## config.mk

```make
export PLATFORM = sky130hd
export DESIGN_NAME = dram_subseq_issuer
export DESIGN_NICKNAME = d
export VERILOG_FILES = /design/src/rtl/sseq_pkg.sv /design/src/rtl/sseq_csgen.sv /design/src/rtl/sseq_fsm.sv /design/src/rtl/dram_subseq_issuer.sv
export SDC_FILE = /design/constraint.sdc
export NUM_CORES = 1
export LEC_CHECK = 0
export ABC_AREA = 0
export BUFFER_PORTS_ARGS = -buffer_cell sky130_fd_sc_hd__buf_2
export CAP_MARGIN = 20
export CORE_UTILIZATION = 30
export CTS_CLUSTER_SIZE = 24
export DETAILED_ROUTE_END_ITERATION = 10
export GPL_ROUTABILITY_DRIVEN = 0
export RECOVER_POWER = 100
export SLEW_MARGIN = 20
export SYNTH_ARGS = -nofsm -noshare
export SYNTH_HDL_FRONTEND = slang
export SYNTH_HIERARCHICAL = 1
export SYNTH_SLANG_ARGS = --single-unit
```

## constraint.sdc

```tcl
create_clock -name clk -period 3.29 [get_ports clk]
set_input_delay 0.1645 -clock clk [delete_from_list [all_inputs] [get_ports clk]]
set_output_delay 0.1645 -clock clk [all_outputs]
set_load 0.02 [all_outputs]
```

## src/rtl/sseq_pkg.sv

```systemverilog
package sseq_pkg;

    typedef enum logic [2:0] {
        ST_IDLE,
        ST_ISSUE,
        ST_GAP,
        ST_TAIL,
        ST_DONE
    } sseq_state_e;

    localparam logic [1:0] DIR_NONE = 2'b00;

endpackage

```

## src/rtl/sseq_csgen.sv

```systemverilog
module sseq_csgen #(
    parameter int NRANK = 4
) (
    input  logic                                   issue,
    input  logic                                   mode,
    input  logic [NRANK-1:0]                       cs_ctl,
    input  logic [((NRANK > 1) ? $clog2(NRANK) : 1)-1:0] rank_sel,
    output logic [NRANK-1:0]                       cs_n
);
    localparam int RSEL_W = (NRANK > 1) ? $clog2(NRANK) : 1;

    for (genvar r = 0; r < NRANK; r++) begin : g_rank
        logic hit;
        assign hit     = (rank_sel == RSEL_W'(r));
        assign cs_n[r] = issue ? (mode ? (~hit & cs_ctl[r]) : cs_ctl[r]) : 1'b1;
    end

endmodule

```

## src/rtl/sseq_fsm.sv

```systemverilog
module sseq_fsm
    import sseq_pkg::*;
#(
    parameter int REP_W  = 9,
    parameter int GAP_W  = 5,
    parameter int IDLE_W = 9
) (
    input  logic              clk,
    input  logic              rst_n,
    input  logic              launch,
    input  logic [REP_W-1:0]  reps,
    input  logic [GAP_W-1:0]  gap,
    input  logic [IDLE_W-1:0] idle,
    output logic              busy,
    output logic              issue,
    output logic              done
);
    localparam int CNT_W = (GAP_W > IDLE_W) ? GAP_W : IDLE_W;

    sseq_state_e      st_q, st_d;
    logic [REP_W-1:0] rep_q, rep_d;
    logic [CNT_W-1:0] cnt_q, cnt_d;

    always_ff @(posedge clk) begin
        if (!rst_n) begin
            st_q  <= ST_IDLE;
            rep_q <= '0;
            cnt_q <= '0;
        end else begin
            st_q  <= st_d;
            rep_q <= rep_d;
            cnt_q <= cnt_d;
        end
    end

    always_comb begin
        st_d  = st_q;
        rep_d = rep_q;
        cnt_d = cnt_q;
        unique case (st_q)
            ST_IDLE: begin
                if (launch) begin
                    st_d  = ST_ISSUE;
                    rep_d = (reps == '0) ? '0 : reps - REP_W'(1);
                end
            end
            ST_ISSUE: begin
                if (rep_q != '0) begin
                    if (gap != '0) begin
                        st_d  = ST_GAP;
                        cnt_d = CNT_W'(gap) - CNT_W'(1);
                    end else begin
                        st_d  = ST_ISSUE;
                        rep_d = rep_q - REP_W'(1);
                    end
                end else if (idle != '0) begin
                    st_d  = ST_TAIL;
                    cnt_d = CNT_W'(idle) - CNT_W'(1);
                end else begin
                    st_d = ST_DONE;
                end
            end
            ST_GAP: begin
                if (cnt_q == '0) begin
                    st_d  = ST_ISSUE;
                    rep_d = rep_q - REP_W'(1);
                end else begin
                    cnt_d = cnt_q - CNT_W'(1);
                end
            end
            ST_TAIL: begin
                if (cnt_q == '0) st_d = ST_DONE;
                else             cnt_d = cnt_q - CNT_W'(1);
            end
            ST_DONE: st_d = ST_IDLE;
            default: st_d = ST_IDLE;
        endcase
    end

    assign busy  = (st_q != ST_IDLE);
    assign issue = (st_q == ST_ISSUE);
    assign done  = (st_q == ST_DONE);


    gap_bound_chk: assert property (@(posedge clk) disable iff (!rst_n)
        (st_q == ST_GAP) |-> (cnt_q < CNT_W'(gap)));


    done_pulse_chk: assert property (@(posedge clk) disable iff (!rst_n)
        done |=> (!done && !busy));


    last_issue_chk: assert property (@(posedge clk) disable iff (!rst_n)
        (issue && rep_q == '0) |=> (st_q == ST_TAIL || st_q == ST_DONE));

endmodule

```

## src/rtl/dram_subseq_issuer.sv

```systemverilog
module dram_subseq_issuer
    import sseq_pkg::*;
#(
    parameter int NRANK  = 4,
    parameter int REP_W  = 9,
    parameter int GAP_W  = 5,
    parameter int IDLE_W = 9,
    parameter int ROWC_W = 3
) (
    input  logic                  clk,
    input  logic                  rst_n,
    input  logic                  start,
    input  logic [2:0]            cfg_cmd,
    input  logic [NRANK-1:0]      cfg_cke,
    input  logic [NRANK-1:0]      cfg_odt,
    input  logic                  cfg_cs_mode,
    input  logic [NRANK-1:0]      cfg_cs_ctl,
    input  logic                  cfg_ap,
    input  logic [ROWC_W-1:0]     cfg_row_code,
    input  logic [REP_W-1:0]      cfg_reps,
    input  logic [GAP_W-1:0]      cfg_gap,
    input  logic [IDLE_W-1:0]     cfg_idle,
    input  logic [1:0]            cfg_dir,
    input  logic [((NRANK > 1) ? $clog2(NRANK) : 1)-1:0] rank_sel,
    output logic                  ras_n,
    output logic                  cas_n,
    output logic                  we_n,
    output logic [NRANK-1:0]      cke,
    output logic [NRANK-1:0]      odt,
    output logic [NRANK-1:0]      cs_n,
    output logic                  auto_pre,
    output logic [1:0]            dir_tag,
    output logic                  run_done,
    output logic                  finished
);
    logic [2:0]        cmd_q;
    logic [NRANK-1:0]  cke_q, odt_q, csctl_q;
    logic              mode_q, ap_q;
    logic [ROWC_W-1:0] row_q;
    logic [GAP_W-1:0]  gap_q;
    logic [IDLE_W-1:0] idle_q;
    logic [1:0]        dir_q;
    logic              busy, issue, done, launch;

    assign launch = start && !busy;

    always_ff @(posedge clk) begin
        if (!rst_n) begin
            cmd_q   <= 3'b111;
            cke_q   <= '0;
            odt_q   <= '0;
            csctl_q <= '1;
            mode_q  <= 1'b0;
            ap_q    <= 1'b0;
            row_q   <= '0;
            gap_q   <= '0;
            idle_q  <= '0;
            dir_q   <= DIR_NONE;
        end else if (launch) begin
            cmd_q   <= cfg_cmd;
            cke_q   <= cfg_cke;
            odt_q   <= cfg_odt;
            csctl_q <= cfg_cs_ctl;
            mode_q  <= cfg_cs_mode;
            ap_q    <= cfg_ap;
            row_q   <= cfg_row_code;
            gap_q   <= cfg_gap;
            idle_q  <= cfg_idle;
            dir_q   <= cfg_dir;
        end
    end

    sseq_fsm #(
        .REP_W (REP_W),
        .GAP_W (GAP_W),
        .IDLE_W(IDLE_W)
    ) u_fsm (
        .clk   (clk),
        .rst_n (rst_n),
        .launch(launch),
        .reps  (cfg_reps),
        .gap   (gap_q),
        .idle  (idle_q),
        .busy  (busy),
        .issue (issue),
        .done  (done)
    );

    sseq_csgen #(.NRANK(NRANK)) u_cs (
        .issue   (issue),
        .mode    (mode_q),
        .cs_ctl  (csctl_q),
        .rank_sel(rank_sel),
        .cs_n    (cs_n)
    );

    always_comb begin
        ras_n    = issue ? cmd_q[0] : 1'b1;
        cas_n    = issue ? cmd_q[1] : 1'b1;
        we_n     = issue ? cmd_q[2] : 1'b1;
        cke      = cke_q;
        odt      = odt_q;
        auto_pre = issue && ap_q && (row_q == '0);
        dir_tag  = issue ? dir_q : DIR_NONE;
        run_done = issue;
        finished = done;
    end


    deselect_chk: assert property (@(posedge clk) disable iff (!rst_n)
        !run_done |-> ((&cs_n) && ras_n && cas_n && we_n && dir_tag == DIR_NONE));


    rank_mask_chk: assert property (@(posedge clk) disable iff (!rst_n)
        (run_done && mode_q) |-> !cs_n[rank_sel]);


    autopre_chk: assert property (@(posedge clk) disable iff (!rst_n)
        auto_pre |-> (run_done && row_q == '0));


    cfg_hold_chk: assert property (@(posedge clk) disable iff (!rst_n)
        busy |=> $stable({cmd_q, cke_q, odt_q, csctl_q, mode_q, ap_q, row_q, gap_q, idle_q, dir_q}));

endmodule

```

-- Word-level counts from Yosys, hierarchy flattened
Cells that the tools add are included.
W data, S select, Z words.
- shifts and indexed selects: 0
- reduce and logical (&&, ||, !) cells: 19
- bitwise gates (word level): 8
- divide/modulo/power cells: 0
- add/sub/neg operators: 5
- order comparisons: 0
- mux-type cells: 30
- eq/ne operators: 15
- multiply operators: 0
- operators with widths (operator ; number):
    $mux W9 ; 9
    $sub A9 B1 Y9 const B ; 4
    $pmux W9 S3 ; 1
    $logic_not A9 Y1 ; 2
    $pmux W9 S2 ; 1
    $reduce_bool A9 Y1 ; 2
    $mux W3 ; 5
    $pmux W3 S4 ; 1
    $mux W1 ; 11
    $eq A3 B2 Y1 const B ; 2
    $logic_not A3 Y1 ; 2
    $ne A2 B1 Y1 const B ; 3
    $ne A2 B2 Y1 const B ; 3
    $reduce_bool A3 Y1 ; 2
    $sub A5 B1 Y6 const B ; 1
    $reduce_and A5 Y1 ; 1
    $reduce_bool A5 Y1 ; 1
    $and A1 B1 Y1 ; 4
    $eq A2 B2 Y1 const B ; 2
    $mux W2 ; 2
    $not A1 Y1 ; 4
    $reduce_and A4 Y1 ; 1
    $eq A3 B1 Y1 const B ; 1
    $eq A3 B3 Y1 const B ; 1
    9 further kinds ; 11
- register bits after elaboration: 57
- bits of input ports: 50
- output and inout bits: 20
- RAM bits: 0
- logic and storage cells: 90
- memories kept: 0
- latch bits: 0
- ROM bits: 0

-- Depth between registers and ports, before layout
Gate-level depths: netlist of run 1.
- word-level depth: 5
- mapped depth: 11
- gate-level depth less buffers: 8

-- By module
Netlist of run 1, hierarchy kept.
- modules (own cells, without submodules) (module ; seq. area each (µm²) ; cells each ; area an instance (µm²) ; times used):
    sseq_fsm ; 420.4 ; 234 ; 1766.7 ; 1
    dram_subseq_issuer ; 720.7 ; 164 ; 1524.0 ; 1
    sseq_csgen ; 0.0 ; 12 ; 78.8 ; 1

-- Worst setup path after synthesis of run 1
No wires, ideal clock.
- path type: register to register
- start: register u_fsm.st_q[1]
- end: register u_fsm.cnt_q[1]
- buffers on the path: 1
- library setup time: 0.116 ns
- arrival time: 2.798 ns
- slack: 0.376 ns
- clock period less this slack: 2.914 ns
- cell stages (with the launch flop): 7
- cells stage by stage: dfxtp_1 clkbuf_1 nor3b_1 o21ai_0 o21a_2 a311o_1 o211a_1
- RTL lines (what ; line ; text):
    start, declared ; sseq_fsm.sv:20 ; sseq_state_e st_q, st_d;
    start signal, assigned ; sseq_fsm.sv:30 ; st_q <= st_d;
    $eq A3 B1 Y1 (*) ; -- ;
    net run_done ; dram_subseq_issuer.sv:33 ; output logic run_done,
    $ne A3 B3 Y1 (no line), or another cell as far along ; -- ;
    $reduce_and A4 Y1 (no line) ; -- ;
    end signal, assigned ; sseq_fsm.sv:32 ; cnt_q <= cnt_d;
    end, declared ; sseq_fsm.sv:22 ; logic [CNT_W-1:0] cnt_q, cnt_d;
Mark *: on every way through the listed nets, which the timed path passes. The rest lies on a longest branch.
A chain may end at the register's enable or synchronous reset.

-- Worst setup path in the final report of run 1
- start: register idle_q[0]
- end: register u_fsm.cnt_q[4]
- word-level cells in the longest chain between the ends: 4
- ends and longest elaborated chain (what ; line ; text):
    start, declared ; dram_subseq_issuer.sv:41 ; logic [IDLE_W-1:0] idle_q;
    start signal, assigned ; dram_subseq_issuer.sv:68 ; idle_q <= cfg_idle;
    $sub A9 B1 Y9 ; sseq_fsm.sv:58 ; cnt_d = CNT_W'(idle) - CNT_W'(1);
    $mux W9 ; sseq_fsm.sv:56 ; end else if (idle != '0) begin
    $mux W9 ; sseq_fsm.sv:48 ; if (rep_q != '0) begin
    $pmux W9 S2 ; sseq_fsm.sv:40 ; unique case (st_q)
Parallel ways exist; a longest one is shown, timed or not. The select of a mux whose other input is x is not followed.

==> results of run 1 <==
-- path summary, 6_finish.rpt --
check                                       to  slack [ns]  cells after the start
worst min register to register        dir_q[0]        0.46                      2
worst min-delay path                 idle_q[4]        0.07                      3
worst max-delay path            u_fsm/cnt_q[4]        0.53                      8
worst max register to register  u_fsm/cnt_q[4]        0.53                      8
-- per-stage QoR --
| step | setup WS [ns] | power [mW] | std cells |
|---|---|---|---|
| 2_1_floorplan | 0.376 | 2.62 | 410 |
| 3_3_place_gp | 0.697 | 2.90 | 602 |
| 3_5_place_dp | 0.612 | 2.95 | 602 |
| 4_1_cts | 0.599 | 3.67 | 618 |
| 5_1_grt | 0.344 | 3.92 | 618 |
| 6_report | 0.532 | 3.61 | 618 |
-- routing by layer --
metal,wire (µm),vias to the layer above,track usage
met1,3680,1396,0.183
met3,367,8,0.0476
met4,99,0,0.0440
li1,-,1553,-
met5,0,-,0
met2,3620,71,0.236
-- sequential cells by signal (all words and copies together), names as in the netlist, 2 cells and up --
name / flops
idle_q: 9
u_fsm/cnt_q: 9
u_fsm/rep_q: 9
gap_q: 5
cke: 4
csctl_q: 4
odt: 4
cmd_q: 3
row_q: 3
u_fsm/st_q: 3
dir_q: 2
-- layout make-up --
| cell class | instances | area (µm²) |
|---|---|---|
| clock buffer | 11 | 131 |
| fill | 1137 | 6950 |
| clock inverter | 5 | 80.1 |
| inverter | 23 | 86.3 |
| timing repair buffer | 74 | 355 |
| multi-input combinational | 308 | 1970 |
| sequential | 57 | 1140 |
| tap | 140 | 175 |
-- critical path, delay by kind of cell (launching register included) --
family | cells | cell delay (ns)
AO/OA/AOI/OAI | 3 | 0.65
AND/OR/NAND/NOR | 3 | 1.42
buffers and inverters | 1 | 0.08
flip-flops | 1 | 0.32
adder cells (fa/ha/maj) | 1 | 0.21
-- where the power goes --
group	switching [mW]	total [mW]	leakage, nW	internal (mW)
Clock	0.281	0.706	0.0995	0.425
Combinational	1.08	1.83	1.14	0.753
Sequential	0.176	1.07	0.469	0.895
Total	1.54	3.61	1.71	2.07
-- cells by family after synthesis --
kind of cell,Yosys count,share of synthesized area
DFF,57,0.339
muxes,30,0.0895
xor gates and xnor gates,16,0.0416
AOI/OAI and AO/OA,82,0.173
adders and majority gates,6,0.0223
buffers and inverters,45,0.0724
and+or+nand+nor,174,0.262
-- cell usage in the layout, fill, tap and decap left out, drive strengths merged, types with 6 or more instances in the layout --
| master | n |
|---|---|
| nand2 | 87 |
| ha | 6 |
| a21oi | 13 |
| xor2 | 7 |
| mux2i | 29 |
| inv | 23 |
| nand3b | 8 |
| nand3 | 8 |
| o21ai | 21 |
| xnor2 | 9 |
| nor2 | 22 |
| dfxtp | 57 |
| buf | 55 |
| nor3 | 14 |
| o211ai | 12 |
| clkbuf | 30 |
| a21boi | 7 |
| o211a | 6 |
==> results.md, run 1 <==
* Run status: finished, final reports clean
* Detailed Routing Iterations Pass 1 at 4
* DRT Wirelength at 7.77 mm
* Global route total overflow at 0
* Worst setup SP type: flop
* Crit Reg-Reg Startpoint: idle_q[0]
* Hold crit path type: in2reg
* Largest net degree at the start of global routing at 47
* RSZ-0062 raised after global routing: false
* CP required at around 3.6 ns
* IO buf count at 69
* Util after Layout at 0.362
* Final TNS setup at 0 ns
* Final net count at about 530
* Slowest-stage cell, CP: or4b_1
* Post-CTS sizing at 0
* CTS tree: yes
* PD cells at 917 nW/µm²
* Fmax at about 360 MHz
* Design area at 3940 µm²
* Worst vdd ir at 0.330 mV
* CTS Hold Buffers Added at 0
* Leakage at approximately 1.7 nW
* # clock sinks at 57
* CTS max path bufs at 2
* Global-route wire length before repair at roughly 13 mm
* Post-Syn Area at 3370 µm²
* Crit path time final at 2.76 ns
* Post-route antenna net violation count at 0
* Layout cells sized above 1 at 0.172
* Post-synth top area share at 0.339
* Initial Utilization at 0.309
* Final period util at 0.838
* Via Count at slightly above 3000
* DR iter-0 viols at 148
* Max Slew Vio Count at 0
* Total global-route track usage at 0.146
* Dominant cell type by area after synthesis: dfxtp_1
* # rows at 38
* Via density at 4.90
* Number of global-route vias before repair at roughly 2900
* Clock-pin transition on the worst setup and hold timing paths at 0.07 ns
* Cts bufs inserted at 9
* DR WL/cell at between 10 and 15 µm
* CP cell instances: inv_1 -> ha_1 -> or4b_1 -> or4_1 -> nor3_1 -> o21a_1 -> o21ai_0 -> a21boi_0
* HPWL after DPL at 5.52 mm
* Yosys cell types at 59
* Syn_area_per_cell at roughly 8.2 µm²
* Crit path from: idle_q[0]
* Core area at roughly 11000 µm²
* Crit path max fanout at 8
* Critical path data arrival time at around 3 ns
* Post-CTS Setup Inserts at 0
* Clock insertion delay at the later pin of the skew report at 0.33 ns
* Mapped Cells at 410
* Area growth from synthesis to layout at 16.9%
* Setup crit end kind: flop
* Syn_nets at 466
* Die Width at 108 µm
* Drt drc at 0
* Synth Register Bits at 57
* Ant. Diodes at 0
* Clock Skew at just over 0.008 ns
* CTS Root Cell: clkbuf_8
* Top-count cell post-synth: nand2_1
* Yosys warning total at 6
* Commonest register cell after synthesis: dfxtp_1
* Final count of hold timing violations at 0
* Worst Hold Slack at 0.0690 ns
* DIE HEIGHT at 108 µm
* Max transition margin at 0.252
* Number of enable flip-flop cells after synthesis at 0
* CP peak stage delay at 0.50 ns
* Ys async rst share at 0
* Max-cap violations at 0
* Final setup viols at 0
* Area post-placement at between 3000 and 4000 µm²
* DIE AREA at 11700 µm²
* Register area share after synthesis at 0.339
* Top cells by count, synth: nand2_1 (87), dfxtp_1 (57), mux2i_1 (29)
* H-tree Lvls at 3
* # IOs at 70
* Synth top area cells: dfxtp_1 (34%), nand2_1 (9.7%), mux2i_1 (8.6%), o211ai_1 (2.7%), inv_1 (2.6%)
* Hold path startpoint: cfg_idle[4]
* Worst Max-Slew Pin Slew at 1.12 ns
* Initial antenna violation count at 0
* Setup Crit Path Kind: reg2reg
Power figures use the tool's default switching activity.
==> inputs of run 2 (changes only) <==
==> constraint.sdc (replaced) <==
create_clock -name clk -period 2.5 [get_ports clk]
set_input_delay 0.125 -clock clk [delete_from_list [all_inputs] [get_ports clk]]
set_output_delay 0.125 -clock clk [all_outputs]
set_load 0.02 [all_outputs]
==> results.md, run 2 (synthesis results as in run 1) <==
* Critical path data arrival time at 2.63 ns (was 3.01 ns)
* Register share of total power at 0.279 (was 0.297)
* Met1 Use GR at 0.186 (was 0.183)
* Crit path max fanout at 4 (was 8)
* RSZ-0062 raised after global routing: true (was false)
* Area post-placement at 3880 µm² (was 3770 µm²)
* Ant. Diodes at 0 (unchanged)
* Global route total overflow at 0 (unchanged)
* Clock share of power at 0.170 (was 0.196)
* Layout fillers at 1136 (was 1137)
* Design area at 4090 µm² (was 3940 µm²)
* H-tree Lvls at 3 (unchanged)
* GR peak layer: met2 (unchanged)
* Post-Layout Cell Count at 628 (was 618)
* DIE AREA at 11700 µm² (unchanged)
* Global-route wire length before repair at 13.5 mm (was 13.4 mm)
* Via Count at 3062 (was 3028)
* Setup Crit Path Kind: reg2reg (unchanged)
* Core area at 10900 µm² (unchanged)
* Clock Skew at 0.00972 ns (was 0.00813 ns)
* Area occupied by multi-input gates at 2020 µm² (was 1970 µm²)
* Post-CTS sizing at 0 (unchanged)
* Leakage at 1.78 nW (was 1.71 nW)
* Initial Utilization at 0.309 (unchanged)
* Drt drc at 0 (unchanged)
* Detailed Routing Iterations Pass 1 at 5 (was 4)
* Initial antenna violation count at 0 (unchanged)
* IO buf count at 69 (unchanged)
* Final setup viols at 0 (unchanged)
* Sequential Area at 1140 µm² (about the same)
* Commonest non-fill, non-tap cell in the layout: nand2_1 (unchanged)
* Via density at 4.88 (was 4.90)
* Number of global-route vias before repair at 2990 (was 2941)
* Total global-route track usage at 0.146 (about the same)
* DIE HEIGHT at 108 µm (unchanged)
* Max-cap violations at 0 (unchanged)
* Psw at 2.11 mW (was 1.54 mW)
* # clock sinks at 57 (unchanged)
* Highest-count cells in the layout ignoring fill and taps: nand2_1 (87), dfxtp_1 (55), buf_2 (51) (was nand2_1 (87), dfxtp_1 (57), buf_2 (52))
* Final net count at 540 (was 529)
* PD cells at 1240 nW/µm² (was 917 nW/µm²)
* Max transition margin at 0.590 (was 0.252)
* Clock insertion delay at the later pin of the skew report at 0.34 ns (was 0.33 ns)
* Area growth from synthesis to layout at 21.3% (was 16.9%)
* Pint at 2.95 mW (was 2.07 mW)
* Worst Max-Slew Pin Slew at 0.614 ns (was 1.12 ns)
* # rows at 38 (unchanged)
* Die Width at 108 µm (unchanged)
* Fmax at 416 MHz (was 363 MHz)
* Hold crit path type: in2reg (unchanged)
* Clock-pin transition on the worst setup and hold timing paths at 0.07 ns (about the same)
* Post-route antenna net violation count at 0 (unchanged)
* Final period util at 0.962 (was 0.838)
* HPWL after DPL at 5.49 mm (was 5.52 mm)
* Setup crit end kind: flop (unchanged)
* CTS tree: yes (unchanged)
* Met3 usage at 0.0398 (was 0.0476)
* Worst setup SP type: flop (unchanged)
* DRT Wirelength at 7.91 mm (was 7.77 mm)
* Worst vdd ir at 0.448 mV (was 0.330 mV)
* Max Slew Vio Count at 0 (unchanged)
* DR WL/cell at 12.6 µm (about the same)
* CP required at 2.72 ns (was 3.55 ns)
* Worst Hold Slack at 0.0217 ns (was 0.0690 ns)
* Post-CTS Setup Inserts at 0 (unchanged)
* DR iter-0 viols at 163 (was 148)
* Run status: finished, final reports clean (unchanged)
* Biggest regs: idle_q: 9 flops, u_fsm/cnt_q: 9 flops, u_fsm/rep_q: 9 flops (unchanged)
* CTS Hold Buffers Added at 0 (unchanged)
* GR Util met2 at 0.236 (about the same)
* Layout cells sized above 1 at 0.211 (was 0.172)
* Switch share at 0.416 (was 0.426)
* Crit path time final at 2.41 ns (was 2.76 ns)
* # IOs at 70 (unchanged)
* Inst Count DP at 613 (was 602)
* Final count of hold timing violations at 0 (unchanged)
* Logic pwr share at 0.551 (was 0.508)
* Largest net degree at the start of global routing at 90 (was 47)
* Cts bufs inserted at 9 (unchanged)
* CTS Root Cell: clkbuf_8 (unchanged)
* CTS max path bufs at 2 (unchanged)
## run 2: changes by cell type in the layout (fill, tap and decap cells not counted), moves of 2 or more
cell	delta
inv_2	+2
dfxtp_2	+2
dfxtp_1	-2
clkinvlp_4	-2
clkbuf_8	+2
inv_1	-2
buf_4	+10
buf_12	+2
## run 2: final timing paths
| check | slack, ns | end | from | cells after the start |
|---|---|---|---|---|
| hold reg to reg | 0.46 | dir_q[1] | dir_q[1] | 2 |
| hold / removal | 0.02 | odt[1] | cfg_odt[1] | 3 |
| setup / recovery | 0.09 | u_fsm/rep_q[7] | u_fsm/cnt_q[0] | 8 |
| setup reg to reg | 0.09 | u_fsm/rep_q[7] | u_fsm/cnt_q[0] | 8 |
## run 2: power groups by stage
stage,clock [mW],sequential [mW],combinational [mW]
floorplan,0,1.40,2.04
global placement,0,1.41,2.66
detailed placement,0,1.42,2.69
CTS,0.885,1.40,2.71
global route,0.930,1.45,3.12
finish,0.859,1.41,2.79
## run 2: routing by layer
metal  vias up  part of all wire
met5         -                 0
met4         0             0.012
met3         8             0.055
met2        90              0.46
met1      1396              0.47
li1       1568                 -
## run 2: worst max-delay path: stages (launching register included)
cell      delay (ns)
dfxtp_2         0.33
inv_2           0.08
ha_4            0.14
or4b_4          0.46
or3b_4          0.42
o22a_4          0.21
or3_4           0.40
o211ai_1        0.17
o21ai_1         0.09
## run 2: final cells by class
type	instances	area share
well taps	140	0.0429
multi-input cells	308	0.495
inverters	23	0.0211
repair buffers	85	0.114
flip-flops and latches	57	0.280
clock buffers	12	0.0380
clock inverters	3	0.00979
## run 2: per-stage QoR
step	power [mW]	utilization	TNS [ns]	setup WS [ns]
2_1_floorplan	3.45	-	0	0.143
3_3_place_gp	4.07	0.357	0	0.130
3_5_place_dp	4.11	0.357	0	0.0851
4_1_cts	4.99	0.375	0	0.0695
5_1_grt	5.50	0.375	-0.0243	-0.0243
6_report	5.06	0.375	0	0.0942
